### src/rtl/irqc_pkg.sv
package irqc_pkg;
  localparam int unsigned BYTE_W = 8;

  // Write-byte bit positions that decide routing and fields
  localparam int unsigned B_W4EN  = 0;
  localparam int unsigned B_SNGL  = 1;
  localparam int unsigned B_LEVEL = 3;
  localparam int unsigned B_START = 4;
  localparam int unsigned B_AEOI  = 1;
  localparam int unsigned B_SFN   = 4;
  localparam int unsigned B_RSRC  = 0;
  localparam int unsigned B_RSEN  = 1;
  localparam int unsigned B_POLL  = 2;
  localparam int unsigned B_OP3   = 3;
  localparam int unsigned B_SMSET = 5;
  localparam int unsigned B_SMEN  = 6;
  localparam int unsigned B_RSVD  = 7;

  typedef enum logic [2:0] {
    SQ_OFF, SQ_BASE, SQ_CASC, SQ_MODE, SQ_RUN
  } seq_state_t;

  typedef enum logic [2:0] {
    WK_NONE, WK_START, WK_DATA, WK_CMD, WK_RSEL
  } wr_kind_t;
endpackage

### src/rtl/irqc_wr_decode.sv
module irqc_wr_decode
  import irqc_pkg::*;
#(
  parameter int unsigned DATA_W = BYTE_W
) (
  input  logic              wr_en,
  input  logic              port_sel,
  input  logic [DATA_W-1:0] wr_data,
  output wr_kind_t          kind
);
  always_comb begin
    kind = WK_NONE;
    if (wr_en) begin
      if (port_sel)                   kind = WK_DATA;
      else if (wr_data[B_START])      kind = WK_START;
      else if (!wr_data[B_OP3])       kind = WK_CMD;
      else if (!wr_data[B_RSVD])      kind = WK_RSEL;
      else                            kind = WK_NONE;
    end
  end
endmodule

### src/rtl/irqc_init_fsm.sv
module irqc_init_fsm
  import irqc_pkg::*;
#(
  parameter int unsigned DATA_W = BYTE_W
) (
  input  logic              clk,
  input  logic              rst,
  input  wr_kind_t          kind,
  input  logic [DATA_W-1:0] wr_data,
  output logic              init_done,
  output logic              level_trig,
  output logic              single_mode,
  output logic              need_w4,
  output logic [DATA_W-1:0] base_type,
  output logic [DATA_W-1:0] cascade_cfg,
  output logic              auto_eoi,
  output logic              nested_special
);
  seq_state_t state_q, after_base, after_casc;

  always_comb begin
    after_casc = need_w4 ? SQ_MODE : SQ_RUN;
    after_base = single_mode ? after_casc : SQ_CASC;
  end

  always_ff @(posedge clk) begin
    if (rst) begin
      state_q        <= SQ_OFF;
      init_done      <= 1'b0;
      level_trig     <= 1'b0;
      single_mode    <= 1'b0;
      need_w4        <= 1'b0;
      base_type      <= '0;
      cascade_cfg    <= '0;
      auto_eoi       <= 1'b0;
      nested_special <= 1'b0;
    end else if (kind == WK_START) begin
      state_q        <= SQ_BASE;
      init_done      <= 1'b0;
      level_trig     <= wr_data[B_LEVEL];
      single_mode    <= wr_data[B_SNGL];
      need_w4        <= wr_data[B_W4EN];
      cascade_cfg    <= '0;
      auto_eoi       <= 1'b0;
      nested_special <= 1'b0;
    end else if (kind == WK_DATA) begin
      unique case (state_q)
        SQ_BASE: begin
          base_type <= wr_data;
          state_q   <= after_base;
          init_done <= (after_base == SQ_RUN);
        end
        SQ_CASC: begin
          cascade_cfg <= wr_data;
          state_q     <= after_casc;
          init_done   <= (after_casc == SQ_RUN);
        end
        SQ_MODE: begin
          auto_eoi       <= wr_data[B_AEOI];
          nested_special <= wr_data[B_SFN];
          state_q        <= SQ_RUN;
          init_done      <= 1'b1;
        end
        default: ;
      endcase
    end
  end
endmodule

### src/rtl/irqc_op_regs.sv
module irqc_op_regs
  import irqc_pkg::*;
#(
  parameter int unsigned DATA_W = BYTE_W
) (
  input  logic              clk,
  input  logic              rst,
  input  wr_kind_t          kind,
  input  logic [DATA_W-1:0] wr_data,
  input  logic              init_done,
  output logic [DATA_W-1:0] irq_mask,
  output logic              cmd_strobe,
  output logic [DATA_W-1:0] cmd_code,
  output logic              rd_sel_isr,
  output logic              poll_req,
  output logic              smask_mode
);
  logic live;
  assign live = init_done;

  always_ff @(posedge clk) begin
    if (rst) begin
      irq_mask   <= '0;
      cmd_strobe <= 1'b0;
      cmd_code   <= '0;
      rd_sel_isr <= 1'b0;
      poll_req   <= 1'b0;
      smask_mode <= 1'b0;
    end else begin
      cmd_strobe <= 1'b0;
      unique case (kind)
        WK_START: begin
          irq_mask   <= '0;
          rd_sel_isr <= 1'b0;
          poll_req   <= 1'b0;
          smask_mode <= 1'b0;
        end
        WK_DATA: if (live) irq_mask <= wr_data;
        WK_CMD: if (live) begin
          cmd_strobe <= 1'b1;
          cmd_code   <= wr_data;
        end
        WK_RSEL: if (live) begin
          if (wr_data[B_RSEN]) rd_sel_isr <= wr_data[B_RSRC];
          poll_req <= wr_data[B_POLL];
          if (wr_data[B_SMEN]) smask_mode <= wr_data[B_SMSET];
        end
        default: ;
      endcase
    end
  end
endmodule

### src/rtl/irqc_read_port.sv
module irqc_read_port #(
  parameter int unsigned DATA_W = 8
) (
  input  logic              clk,
  input  logic              rst,
  input  logic              rd_en,
  input  logic              port_sel,
  input  logic              rd_sel_isr,
  input  logic [DATA_W-1:0] irq_mask,
  input  logic [DATA_W-1:0] isr_in,
  input  logic [DATA_W-1:0] irr_in,
  output logic [DATA_W-1:0] rd_data
);
  logic [DATA_W-1:0] even_src, next_rd;

  for (genvar b = 0; b < DATA_W; b++) begin : g_bit
    assign even_src[b] = rd_sel_isr ? isr_in[b] : irr_in[b];
    assign next_rd[b]  = port_sel ? irq_mask[b] : even_src[b];
  end

  always_ff @(posedge clk) begin
    if (rst)        rd_data <= '0;
    else if (rd_en) rd_data <= next_rd;
  end
endmodule

### src/rtl/irqc_cmdword_seq.sv
module irqc_cmdword_seq
  import irqc_pkg::*;
#(
  parameter int unsigned DATA_W = BYTE_W
) (
  input  logic              clk,
  input  logic              rst,
  input  logic              wr_en,
  input  logic              rd_en,
  input  logic              port_sel,
  input  logic [DATA_W-1:0] wr_data,
  input  logic [DATA_W-1:0] isr_in,
  input  logic [DATA_W-1:0] irr_in,
  output logic [DATA_W-1:0] rd_data,
  output logic              init_done,
  output logic              level_trig,
  output logic              single_mode,
  output logic              need_w4,
  output logic [DATA_W-1:0] base_type,
  output logic [DATA_W-1:0] cascade_cfg,
  output logic              auto_eoi,
  output logic              nested_special,
  output logic [DATA_W-1:0] irq_mask,
  output logic              cmd_strobe,
  output logic [DATA_W-1:0] cmd_code,
  output logic              rd_sel_isr,
  output logic              poll_req,
  output logic              smask_mode
);
  wr_kind_t kind;

  irqc_wr_decode #(.DATA_W(DATA_W)) dec_i (
    .wr_en(wr_en), .port_sel(port_sel), .wr_data(wr_data), .kind(kind)
  );

  irqc_init_fsm #(.DATA_W(DATA_W)) fsm_i (
    .clk(clk), .rst(rst), .kind(kind), .wr_data(wr_data),
    .init_done(init_done), .level_trig(level_trig),
    .single_mode(single_mode), .need_w4(need_w4),
    .base_type(base_type), .cascade_cfg(cascade_cfg),
    .auto_eoi(auto_eoi), .nested_special(nested_special)
  );

  irqc_op_regs #(.DATA_W(DATA_W)) ops_i (
    .clk(clk), .rst(rst), .kind(kind), .wr_data(wr_data),
    .init_done(init_done), .irq_mask(irq_mask),
    .cmd_strobe(cmd_strobe), .cmd_code(cmd_code),
    .rd_sel_isr(rd_sel_isr), .poll_req(poll_req), .smask_mode(smask_mode)
  );

  irqc_read_port #(.DATA_W(DATA_W)) rdp_i (
    .clk(clk), .rst(rst), .rd_en(rd_en), .port_sel(port_sel),
    .rd_sel_isr(rd_sel_isr), .irq_mask(irq_mask),
    .isr_in(isr_in), .irr_in(irr_in), .rd_data(rd_data)
  );
endmodule

### config.mk
export PLATFORM = sky130hd
export DESIGN_NAME = irqc_cmdword_seq
export DESIGN_NICKNAME = d
export VERILOG_FILES = /design/src/rtl/irqc_pkg.sv /design/src/rtl/irqc_wr_decode.sv /design/src/rtl/irqc_init_fsm.sv /design/src/rtl/irqc_op_regs.sv /design/src/rtl/irqc_read_port.sv /design/src/rtl/irqc_cmdword_seq.sv
export SDC_FILE = /design/constraint.sdc
export NUM_CORES = 1
export LEC_CHECK = 0
export CORE_UTILIZATION = 36
export DETAILED_ROUTE_END_ITERATION = 8
export DONT_BUFFER_PORTS = 1
export GPL_TIMING_DRIVEN = 1
export PLACE_DENSITY_LB_ADDON = 0.15
export SKIP_LAST_GASP = 1
export SLEW_MARGIN = 20
export SYNTH_ARGS = -nofsm -noshare
export SYNTH_HDL_FRONTEND = slang
export SYNTH_SLANG_ARGS = --single-unit
### constraint.sdc
create_clock -name clk -period 2 [get_ports clk]
set_clock_uncertainty 0.2 [all_clocks]
set_input_delay 0.1 -clock clk [delete_from_list [all_inputs] [get_ports clk]]
set_output_delay 0.1 -clock clk [all_outputs]
set_load 0.005 [all_outputs]
==> impl_metrics.csv <==
group,metric,value,unit
drt,wl_met3,481,um
clock_network,cts-root-buf,"clkbuf_8",
global_routing,grt_pass1_wl,9349,um
drt,wire_per_inst,17.67,um
drt,post-route-drc-count,0,
placed_design,gp_congestion,0.8068,
placed_design,port_buffers,0,
floorplan,start_util,0.3733,
synth,syn_inst,234,
synth,avgSynthCellArea,9.502,sq um
clock_network,path_clk_slew,100,ps
clock_network,clockBufferDepth,2,
timing,max_slew_margin,0.5214,
global_routing,antenna_found_initial,0,
layout,antennaDiodeCount,0,
timing,setup_violations,0,
synth,synth.distinct_cells,27,
critical_path,crit_path_start,"ops_i.rd_sel_isr",
drt,dr.pass1.iters,4,
floorplan,io-pin-count,79,
clock_network,cts_tree,"built",
global_routing,grt_max_degree,42,
power_and_ir_drop,ir_drop,316.7,uV
clock_network,cts_max_level,2,
layout,syn_to_final_growth,25.83,%
clock_network,cts_buffers,5,
critical_path,crit_path_max_fanout,4,
global_routing,grt_use_total,0.1948,
timing,rsz0062_at_grt,"false",
clock_network,insertion_delay,310,ps
power_and_ir_drop,powerDensity,750.2,nW/um^2
drt,via_per_inst,5.329,
global_routing,grt_pass1_vias,1732,
timing,clock.fmax,0.5188,GHz
floorplan,core,5956,sq um
critical_path,r2r-start,"ops_i.rd_sel_isr",
drt,vias,1828,
critical_path,arrival,1920,ps
placed_design,dp_hpwl,3690,um
run,max_cap_violations,0,
drt,dr_wl_met2,2749,um
critical_path,cp.required,1990,ps
worst_hold_path,hold_path_depth,3,
power_and_ir_drop,p_leak,0.9815,nW
drt,drt_iter0_drc,183,
critical_path,rr_worst_depth,5,
critical_path,ff2ff_setup_slack,70,ps
critical_path,worstSetupPathType,"flop to flop",
timing,drv_slew,0,
timing,period_minus_slack,1928,ps
critical_path,r2r_end,"rdp_i.rd_data[3]",
timing,fin_crit_sh,0.9638,
critical_path,critPathLaunchType,"flop",
critical_path,crit_path_end_kind,"flop",
worst_hold_path,hp-class,"input pin to flop",
synth,yosys_warnings,0,
synth,seq_area_frac_synth,0.4772,
worst_hold_path,holdCritStartpoint,"isr_in[2]",
timing,tns,0,ps
timing,worst_pin_slew,715.6,ps
timing,hold_viol_final,1,
drt,wl,6060,um
synth,syn-num-nets,263,
floorplan,die_h,80.59,um
floorplan,fp.dieW,80.59,um
drt,routedLengthMet1,2722,um
drt,top_layer,"met4",
run_status,outcome,"complete, but fails checks",
floorplan,dieArea,6494,sq um
worst_hold_path,whs_endpoint,"rdp_i.rd_data[2]",
global_routing,gr-total-overflow,0,
clock_network,cts.sinks,53,
floorplan,rows,28,
layout,fin_util,0.4697,
drt,ant_nets,0,
synth,ys_ff_latch,53,
timing,whs,-49.48,ps
run_status,violations,"hold timing",
layout,fin_nets,296,
synth,syn_area,2223,sq um
layout,drive_gt1_frac,0.09328,
-- flip-flops by register name, indices dropped and copies added, names as in the netlist, 3 cells and up --
name	flops
ops_i.irq_mask	8
ops_i.cmd_code	8
fsm_i.base_type	8
rdp_i.rd_data	8
fsm_i.cascade_cfg	8
fsm_i.state_q	3
-- logic make-up (layout without fill, tap and decap cells) --
family	Yosys count	after routing	synth area share
muxes	43	43	0.1987
and+or+nand+nor	88	88	0.2054
DFF	53	53	0.4772
AOI/OAI and AO/OA	32	32	0.08103
buffers and inverters	18	52	0.03770
-- synthesized netlist by cell type --
| master | number | area (sq um) |
|---|---|---|
| a21oi_1 | 17 | 85.08 |
| nor3b_1 | 3 | 22.52 |
| or3_1 | 2 | 12.51 |
| mux2i_1 | 34 | 340.3 |
| buf_1 | 1 | 3.750 |
| nor2b_1 | 4 | 25.02 |
| nor2_4 | 1 | 11.26 |
| and3b_1 | 2 | 17.52 |
| a31oi_1 | 1 | 6.260 |
| o32ai_1 | 1 | 8.760 |
| clkbuf_1 | 8 | 30.03 |
| nor2_1 | 29 | 108.9 |
| mux2_2 | 9 | 101.4 |
| o22ai_1 | 9 | 56.30 |
| buf_4 | 3 | 22.52 |
| buf_2 | 4 | 20.02 |
| nand2b_1 | 14 | 87.58 |
| nor4bb_1 | 1 | 10.01 |
| dfxtp_1 | 53 | 1061 |
| a32oi_1 | 1 | 8.760 |
| nand4_1 | 8 | 50.05 |
| nand3b_1 | 1 | 7.510 |
| and4bb_1 | 1 | 12.51 |
| nand3_1 | 7 | 35.03 |
| inv_1 | 2 | 7.510 |
| nand2_1 | 15 | 56.30 |
| o21ai_0 | 3 | 15.01 |
-- layout make-up --
type,instances,area (sq um)
flip-flops and latches,53,1062
clock inverters,3,65.06
repair buffers,42,421.7
clock buffers,5,68.82
well taps,75,93.84
fillers,599,3158
inverters,2,7.507
multi-input cells,163,1079
-- timing repair --
action,4_1_cts,5_1_grt
gates resized for setup,0,3
hold buffers,38,0
buffers inserted,0,0
hold endpoints to repair,52,0
endpoints found under the setup margin,0,7
-- worst max-delay path: stages (launching register included) --
cell and delay, ps:
dfxtp_2 350, buf_4 150, mux2_2 330, dlygate4sd3_1 550
mux2i_1 130, o22ai_1 100
-- per-stage QoR --
step                power (W)  instance area [sq um]  std cells  setup WS, ps
finish               0.002099                   2798        343         72.41
global route         0.002181                   2798        343         6.394
CTS                  0.002123                   2795        343         24.07
detailed placement   0.001177                   2271        297         370.1
global placement     0.001177                   2271        297         321.3
floorplan            0.001186                   2223        234         489.3
-- report_power, final --
group / internal, W / switching, W
sequential: 0.00107 / 0.0000127
clock: 0.000497 / 0.000358
combinational: 0.0000816 / 0.0000824
total: 0.00165 / 0.000453
-- layer usage --
layer  vias to the layer above  track usage
li1                        890            -
met1                       878       0.2564
met2                        53       0.2966
met3                         7      0.06250
met4                         0      0.06786
met5                         -            0
-- placed cells by master, fill, tap and decap left out, types with 2 or more instances in the layout --
cell and instances:
a21oi_1 17, and3b_1 2, buf_4 4, bufinv_16 2, clkbuf_8 5, dfxtp_1 52, dlygate4sd3_1 36, inv_1 2
mux2_2 9, mux2i_1 34, nand2_1 15, nand2b_1 14, nand3_1 7, nand4_1 8, nor2_1 29, nor2b_1 4
nor3b_1 3, o21ai_0 3, o22ai_1 9, or3_1 2
-- how the worst max path moves through the flow --
stage | depth (start not counted) | to
floorplan | 4 | rdp_i.rd_data[4]
global placement | 4 | ops_i.smask_mode
detailed placement | 5 | fsm_i.base_type[6]
CTS | 5 | rdp_i.rd_data[2]
global route | 5 | rdp_i.rd_data[1]
finish | 5 | rdp_i.rd_data[3]
Power figures use the tool's default switching activity.
